**config.mk**
```make
export PLATFORM = sky130hd
export DESIGN_NAME = pump_pfd
export DESIGN_NICKNAME = d
export VERILOG_FILES = /design/src/rtl/pfd_pkg.sv /design/src/rtl/pfd_arm.sv /design/src/rtl/pfd_overlap.sv /design/src/rtl/pfd_power.sv /design/src/rtl/pump_pfd.sv
export SDC_FILE = /design/constraint.sdc
export NUM_CORES = 1
export LEC_CHECK = 0
export BUFFER_PORTS_ARGS = -buffer_cell sky130_fd_sc_hd__buf_2
export CAP_MARGIN = 40
export CORE_MARGIN = 3
export CORE_UTILIZATION = 43
export DETAILED_ROUTE_END_ITERATION = 16
export PLACE_DENSITY_LB_ADDON = 0.2
export SLEW_MARGIN = 20
export SYNTH_ARGS = -nofsm -noshare
export SYNTH_HDL_FRONTEND = slang
export SYNTH_SLANG_ARGS = --single-unit
```
**constraint.sdc**
```tcl
create_clock -name clk -period 1.4 [get_ports clk]
set_clock_uncertainty 0.1 [all_clocks]
set_input_delay 0.28 -clock clk [delete_from_list [all_inputs] [get_ports clk]]
set_output_delay 0.28 -clock clk [all_outputs]
set_load 0.02 [all_outputs]
```
**src/rtl/pfd_pkg.sv**
```systemverilog
package pfd_pkg;
    localparam int OVL_CNT_W = 8;
    typedef logic [OVL_CNT_W-1:0] ovl_cnt_t;

    typedef struct packed {
        ovl_cnt_t cnt;
    } ovl_state_t;

    typedef struct packed {
        logic down;
    } pwr_state_t;
endpackage

```
**src/rtl/pfd_arm.sv**
```systemverilog
module pfd_arm (
    input  logic clk,
    input  logic rst_n,
    input  logic edge_i,
    input  logic hold_i,
    input  logic clr_i,
    output logic flag_o
);
    logic flag_d, flag_q;

    always_comb begin
        flag_d = flag_q;
        if (clr_i)
            flag_d = 1'b0;
        else if (edge_i && !hold_i)
            flag_d = 1'b1;
    end

    always_ff @(posedge clk or negedge rst_n) begin
        if (!rst_n) flag_q <= 1'b0;
        else        flag_q <= flag_d;
    end

    assign flag_o = flag_q;


    arm_rise_chk: assert property (@(posedge clk) disable iff (!rst_n)
        $rose(flag_q) |-> $past(edge_i && !hold_i));
endmodule

```
**src/rtl/pfd_overlap.sv**
```systemverilog
module pfd_overlap
    import pfd_pkg::*;
#(
    parameter int OVL = 2
) (
    input  logic clk,
    input  logic rst_n,
    input  logic up_i,
    input  logic dn_i,
    output logic clr_o
);
    localparam ovl_cnt_t LAST = ovl_cnt_t'(OVL - 1);

    ovl_state_t s_d, s_q;
    logic both;

    assign both  = up_i && dn_i;
    assign clr_o = both && (s_q.cnt == LAST);

    always_comb begin
        s_d = s_q;
        if (!both)
            s_d.cnt = '0;
        else if (s_q.cnt == LAST)
            s_d.cnt = '0;
        else
            s_d.cnt = s_q.cnt + 1'b1;
    end

    always_ff @(posedge clk or negedge rst_n) begin
        if (!rst_n) s_q <= '0;
        else        s_q <= s_d;
    end

    initial ovl_param_chk: assert (OVL >= 1 && OVL < (1 << OVL_CNT_W));


    ovl_range_chk: assert property (@(posedge clk) disable iff (!rst_n)
        s_q.cnt <= LAST);


    ovl_hold_chk: assert property (@(posedge clk) disable iff (!rst_n)
        (both && !clr_o) |=> (up_i && dn_i));
endmodule

```
**src/rtl/pfd_power.sv**
```systemverilog
module pfd_power
    import pfd_pkg::*;
(
    input  logic clk,
    input  logic rst_n,
    input  logic req_i,
    input  logic idle_i,
    output logic down_o,
    output logic enter_o
);
    pwr_state_t s_d, s_q;

    assign enter_o = !s_q.down && req_i && idle_i;

    always_comb begin
        s_d = s_q;
        if (s_q.down)
            s_d.down = req_i;
        else
            s_d.down = req_i && idle_i;
    end

    always_ff @(posedge clk or negedge rst_n) begin
        if (!rst_n) s_q <= '0;
        else        s_q <= s_d;
    end

    assign down_o = s_q.down;


    pwr_idle_entry_chk: assert property (@(posedge clk) disable iff (!rst_n)
        $rose(s_q.down) |-> $past(idle_i && req_i));


    pwr_release_chk: assert property (@(posedge clk) disable iff (!rst_n)
        $fell(s_q.down) |-> $past(!req_i));
endmodule

```
**src/rtl/pump_pfd.sv**
```systemverilog
module pump_pfd #(
    parameter int OVL    = 2,
    parameter int CODE_W = 5
) (
    input  logic              clk,
    input  logic              rst_n,
    input  logic              ref_stb,
    input  logic              main_stb,
    input  logic [CODE_W-1:0] cur_code,
    input  logic              pd_req,
    output logic              pump_up,
    output logic              pump_dn,
    output logic [CODE_W-1:0] cur_code_o,
    output logic              pd_stat
);
    localparam int NSIDE = 2;

    logic [NSIDE-1:0] stb;
    logic [NSIDE-1:0] flag;
    logic             clr, down, enter, hold, idle;
    logic [CODE_W-1:0] code_d, code_q;

    assign stb  = {main_stb, ref_stb};
    assign hold = down || enter;
    assign idle = (flag == '0);

    for (genvar i = 0; i < NSIDE; i++) begin : g_side
        pfd_arm u_arm (
            .clk    (clk),
            .rst_n  (rst_n),
            .edge_i (stb[i]),
            .hold_i (hold),
            .clr_i  (clr),
            .flag_o (flag[i])
        );
    end

    pfd_overlap #(.OVL(OVL)) u_ovl (
        .clk   (clk),
        .rst_n (rst_n),
        .up_i  (flag[0]),
        .dn_i  (flag[1]),
        .clr_o (clr)
    );

    pfd_power u_pwr (
        .clk     (clk),
        .rst_n   (rst_n),
        .req_i   (pd_req),
        .idle_i  (idle),
        .down_o  (down),
        .enter_o (enter)
    );

    always_comb code_d = cur_code;

    always_ff @(posedge clk or negedge rst_n) begin
        if (!rst_n) code_q <= '0;
        else        code_q <= code_d;
    end

    assign pump_up    = flag[0];
    assign pump_dn    = flag[1];
    assign cur_code_o = code_q;
    assign pd_stat    = down;


    pd_quiet_chk: assert property (@(posedge clk) disable iff (!rst_n)
        pd_stat |-> (!pump_up && !pump_dn));


    up_no_cut_chk: assert property (@(posedge clk) disable iff (!rst_n)
        $fell(pump_up) |-> $past(pump_dn));


    dn_no_cut_chk: assert property (@(posedge clk) disable iff (!rst_n)
        $fell(pump_dn) |-> $past(pump_up));


    joint_fall_chk: assert property (@(posedge clk) disable iff (!rst_n)
        $fell(pump_up) |-> $fell(pump_dn));
endmodule

```
==> run summary, run 1 <==
DIE AREA: 0.002033 mm^2
Syn nets: 69
Reg2reg end: u_ovl.s_q[4]
Dominant cells by area after synthesis: dfrtp_1, nor2_1, ha_1
Post-CTS Resized: 0
Synth top area share: 60.95%
H-Tree Level Count: 1
Synth Cell Area: 656.9 um^2
Post-CTS Setup Inserts: 0
Most common cell after layout, fill and taps aside: buf_2
DP HPWL: 914.8 um
Largest net degree at the start of global routing: 17
Io pins: 18
Final hold vios: 0
Drt wl/cell: 12.93 um
Total vias in the final route: 540
GP Congestion: 0.8082
GRT Util Overall: 17.04%
# rows: 13
Finish-stage setup viols: 9
Place WS: -0.1244 ns
Reg2Reg Setup Slack: -0.14 ns
CP Data Arrival Time: 1.61 ns
Remaining antenna violation count: 0
Layout cells sized above 1: 34.07%
Worst setup EP type: flip-flop
CP required: 1.47 ns
Leading area contributor after synthesis: dfrtp_1
Die Y: 45.09 um
Die span in x: 45.09 um
First-pass GRT wire length: 2352 um
Max VDD drop: 0.0007731 V
Critical Path Start Type: flip-flop
Nets: 104
HP Class: in2reg
Initial DRC Count: 2
Final setup TNS: -1.024 ns
CTS Buffer Depth: 2
Most frequent cells in the layout: buf_2, dfrtp_1, nor2_1
Fin util: 66.58%
Cells after Synth: 57
Sequential area share after synthesis: 60.95%
Drt via density: 5.094
Total wire length: 1371 um
Max cap viols: 0
PortBufs: 17
FF-to-FF path depth: 5
Total clock sinks: 16
Status: finished with violations
Synth-to-Final Area Change: 38.48%
Critical path class: reg2reg
RSZ-0062 raised after global routing: yes
Worst setup margin: -0.1391 ns
Failing checks: setup timing
FF+latch count, synth: 16
Critical path launch point: u_ovl.s_q[1]
Period utilization: 109.9%
CTS tree: yes
Root Driver: clkbuf_4
Number of global-route vias before repair: 554
Aggregate global routing overflow: 0
Critical Path Sink: u_ovl.s_q[4]
Leak: 0.4354 nW
PwrDens: 1436 mW/mm^2
Initial antenna violation count: 0
Ys Warns: 0
Minimum clock period: 1.539 ns
Post-synthesis cell type count: 18
Mean Syn Cell Area: 11.52 um^2
Relative slew slack: 77.03%
Antenna Cells: 0
DR pass1 iterations: 4
Clock slew at the register clock pins of the worst setup and hold paths: 0.09 ns
Final number of max-transition violations: 0
Reg2reg start: u_ovl.s_q[1]
Post-route DRC: 0
CTS Buf Count: 3
Core area: 0.001366 mm^2
Starting density of the core: 48.08%
Crit path max fanout: 7
Latest clock arrival within the worst-skew pair: 0.29 ns
Worst Tran Pin Value: 0.3446 ns
Fmax: 649.8 MHz
-- power breakdown --
group	switching, W	leakage, nW	internal [W]
sequential	0.0000440	0.203	0.000526
combinational	0.000236	0.212	0.000197
clock	0.000146	0.0210	0.000158
total	0.000426	0.435	0.000881
-- layout make-up --
class,count,area (um^2)
Fill cell,125,456.7
Tap cell,15,18.77
Inverter,3,11.26
Sequential cell,16,400.4
Clock buffer,4,36.28
Multi-Input combinational cell,38,245.2
Timing Repair Buffer,30,197.7
-- routing by layer --
metal | GRT usage [%] | routed length, um | part of all wire, %
met2 | 29.38 | 710 | 52
met5 | 0 | 0 | 0
met1 | 18.11 | 560 | 41
met3 | 3.586 | 59 | 4.3
met4 | 12.28 | 40 | 2.9
-- what timing repair did --
item,4_1_cts,5_1_grt
hold endpoints to repair,21,0
hold buffers,6,0
endpoints found under the setup margin,9,9
gates cloned,0,0
pin swaps,2,0
-- sequential cells by signal (all words and copies together), names as in the netlist --
signal               cells
u_ovl.s_q                8
cur_code_o               5
g_side.u_arm.flag_o      2
u_pwr.down_o             1
-- stage by stage --
step / instances / instance area, um^2 / hold slack, ns / power (W)
finish: 106 / 909.6 / 0.1244 / 0.001307
global route: 106 / 909.6 / 0.1264 / 0.001402
CTS: 106 / 909.6 / 0.1180 / 0.001324
detailed placement: 96 / 813.3 / 0.1091 / 0.001005
global placement: 96 / 813.3 / 0.1042 / 0.001001
floorplan: 57 / 656.9 / -0.1156 / 0.0008604
-- cells by family after synthesis --
logic type	after synthesis	share of synthesized area [%]
XOR/XNOR	3	4.001
AO/OA/AOI/OAI	10	10.48
adder cells (fa/ha/maj)	2	3.809
AND/OR/NAND/NOR	23	19.05
buffers and inverters	3	1.714
flip-flops	16	60.95
-- synthesized netlist by cell type --
master / instances
nand2_1: 2
xnor2_1: 1
or4b_4: 1
o21bai_4: 1
ha_1: 2
nand2b_1: 2
o21a_1: 1
a31oi_1: 2
o21ai_0: 3
or3_1: 4
nand4_1: 1
nor2_1: 8
xor2_1: 2
inv_1: 3
nand3_1: 4
nor3_2: 1
dfrtp_1: 16
a21oi_1: 3
-- worst max-delay path, cell delays in order (launching register included) --
cell and delay (ns):
dfrtp_1 0.38, inv_1 0.05, ha_1 0.13, or4b_4 0.48
o21bai_4 0.21, nor2_1 0.07
-- worst min-delay path by stage --
stage               startpoint                     end  slack (ns)  cells after the start
floorplan                rst_n           cur_code_o[0]       -0.12                      0
global placement         rst_n            u_pwr.down_o        0.10                      1
detailed placement       rst_n  g_side[0].u_arm.flag_o        0.11                      1
CTS                     pd_req            u_pwr.down_o        0.12                      2
global route            pd_req            u_pwr.down_o        0.13                      2
finish                  pd_req            u_pwr.down_o        0.12                      2
No activity file was read; power rests on OpenSTA's default activity.
==> run 2, diff against run 1 <==
--- a/config.mk
+++ b/config.mk
@@ -7,10 +7,13 @@
 export LEC_CHECK = 0
 export BUFFER_PORTS_ARGS = -buffer_cell sky130_fd_sc_hd__buf_2
 export CAP_MARGIN = 40
+export CELL_PAD_IN_SITES_DETAIL_PLACEMENT = 0
+export CELL_PAD_IN_SITES_GLOBAL_PLACEMENT = 1
 export CORE_MARGIN = 3
-export CORE_UTILIZATION = 43
+export CORE_UTILIZATION = 34
 export DETAILED_ROUTE_END_ITERATION = 16
 export PLACE_DENSITY_LB_ADDON = 0.2
+export SETUP_SLACK_MARGIN = 0.4
 export SLEW_MARGIN = 20
 export SYNTH_ARGS = -nofsm -noshare
 export SYNTH_HDL_FRONTEND = slang
==> run summary, run 2 (same netlist as run 1, synthesis figures left out) <==
Initial antenna violation count: 0
Finish-stage setup viols: 9
Seq pwr share: 40.1%
Drt wl/cell: 11.12 um
Latest clock arrival within the worst-skew pair: 0.28 ns
Aggregate global routing overflow: 0
Place WS: -0.1161 ns
Nets: 109
H-Tree Level Count: 1
Largest net degree at the start of global routing: 17
Worst setup margin: -0.1236 ns
Critical Path Start Type: flip-flop
Die Y: 49.96 um
Io pins: 18
Starting density of the core: 36.84%
Logic pwr share: 39.0%
GRT Util Overall: 12.24%
Clock slew at the register clock pins of the worst setup and hold paths: 0.09 ns
# rows: 15
Period utilization: 108.8%
Most common cell after layout, fill and taps aside: dfrtp_1
Final setup TNS: -0.9605 ns
Max cap viols: 0
Initial DRC Count: 9
Total clock sinks: 16
Slowest stage cell on the critical path: or4b_4
Buffer and inverter count on the worst path: 1
Crit path max fanout: 7
Relative slew slack: 76.91%
Dpl cell area: 840.8 um^2
Most Crowded Layer GR: met2
Fmax: 656.3 MHz
Status: finished with violations
First-pass GRT wire length: 2304 um
Die span in x: 49.96 um
Fin util: 56.84%
Clock power frac: 20.9%
CP Data Arrival Time: 1.59 ns
Cell area after layout: 0.001013 mm^2
Global Route met1 Usage: 12.79%
Layout cells sized above 1: 37.50%
HP Class: in2reg
Post-route DRC: 0
PwrDens: 1395 mW/mm^2
RSZ-0062 raised after global routing: yes
Max reg flops: 8
Pint: 0.0009677 W
Max VDD drop: 0.0007101 V
Leak: 0.4770 nW
CP max stage delay: 0.48 ns
Min Hold Slack: 0.1433 ns
PortBufs: 17
Total vias in the final route: 557
Register with the most flip-flops: u_ovl.s_q
DP HPWL: 918.7 um
CTS Buf Count: 3
Minimum clock period: 1.524 ns
Worst Tran Pin Value: 0.3463 ns
Fill cells: 161
DIE AREA: 0.002496 mm^2
Number of global-route vias before repair: 599
Final number of max-transition violations: 0
Total wire length: 1346 um
Remaining antenna violation count: 0
Root Driver: clkbuf_4
CTS Buffer Depth: 2
GRT met3 Usage: 3.323%
Global routing usage on met2: 21.81%
Failing checks: setup timing
CP required: 1.47 ns
Most frequent cells in the layout: dfrtp_1, buf_4, buf_2, buf_6, nor2_1
DR pass1 iterations: 4
Core area: 0.001783 mm^2
Final hold vios: 0
Antenna Cells: 0
Sw Share: 31.57%
Sw power: 0.0004465 W
Critical path class: reg2reg
Worst setup EP type: flip-flop
CTS tree: yes
Critical path's top delay family: simple AND/OR/NAND/NOR gates
Crit path cell chain: inv_1, ha_1, or4b_4, o21bai_4, a21oi_1
Synth-to-Final Area Change: 54.29%
Drt via density: 4.603
GP Congestion: 0.7384
## run 2: repair_timing
item,in CTS,in global routing
hold buffers,6,0
pin swaps,1,2
endpoints found under the setup margin,18,18
hold endpoints to repair,21,0
setup buffers,3,0
gates cloned,0,0
resized for setup,16,1
## run 2: routing by layer
| metal | part of all wire [%] | up-vias |
|---|---|---|
| met5 | 0 | - |
| met3 | 6.8 | 4 |
| met1 | 42 | 259 |
| met2 | 48 | 19 |
| li1 | - | 275 |
| met4 | 2.6 | 0 |
## run 2: path summary, 6_finish.rpt
kind                       cells past startpoint  slack (ns)                     end    startpoint
setup / recovery                               5       -0.12            u_ovl.s_q[5]  u_ovl.s_q[1]
hold / removal                                 2        0.14            u_pwr.down_o        pd_req
setup reg to reg                               5       -0.12            u_ovl.s_q[5]  u_ovl.s_q[1]
hold reg to reg                                2        0.46            u_ovl.s_q[1]  u_ovl.s_q[0]
max in group asynchronous                      2        0.61  g_side[0].u_arm.flag_o         rst_n
min in group asynchronous                      2        0.33  g_side[1].u_arm.flag_o         rst_n
## run 2: final cells by class
type                            instances  area, um^2  area share, %
Clock buffer                            4       36.28          3.580
Inverter                                3       11.26          1.111
Multi-Input combinational cell         38       245.2          24.20
Sequential cell                        16       400.4          39.51
Tap cell                               25       31.28          3.086
Timing Repair Buffer                   35       289.0          28.52
## run 2: power groups by stage
| stage | Clock (W) | Combinational [W] | Sequential [W] |
|---|---|---|---|
| detailed placement | 0 | 0.000435 | 0.000584 |
| floorplan | 0 | 0.000219 | 0.000641 |
| global route | 0.000330 | 0.000604 | 0.000573 |
| CTS | 0.000315 | 0.000553 | 0.000566 |
| global placement | 0 | 0.000434 | 0.000582 |
| finish | 0.000295 | 0.000552 | 0.000568 |
## run 2: worst reg2reg max path: stages (launching register included)
cell and delay (ns):
dfrtp_1 0.38, inv_1 0.05, ha_1 0.12, or4b_4 0.48, o21bai_4 0.22, a21oi_1 0.07
## run 2: per-stage QoR
step | std cells | power [W]
floorplan | 57 | 0.0008604
global route | 121 | 0.001506
finish | 121 | 0.001414
CTS | 121 | 0.001433
detailed placement | 108 | 0.001019
global placement | 108 | 0.001016
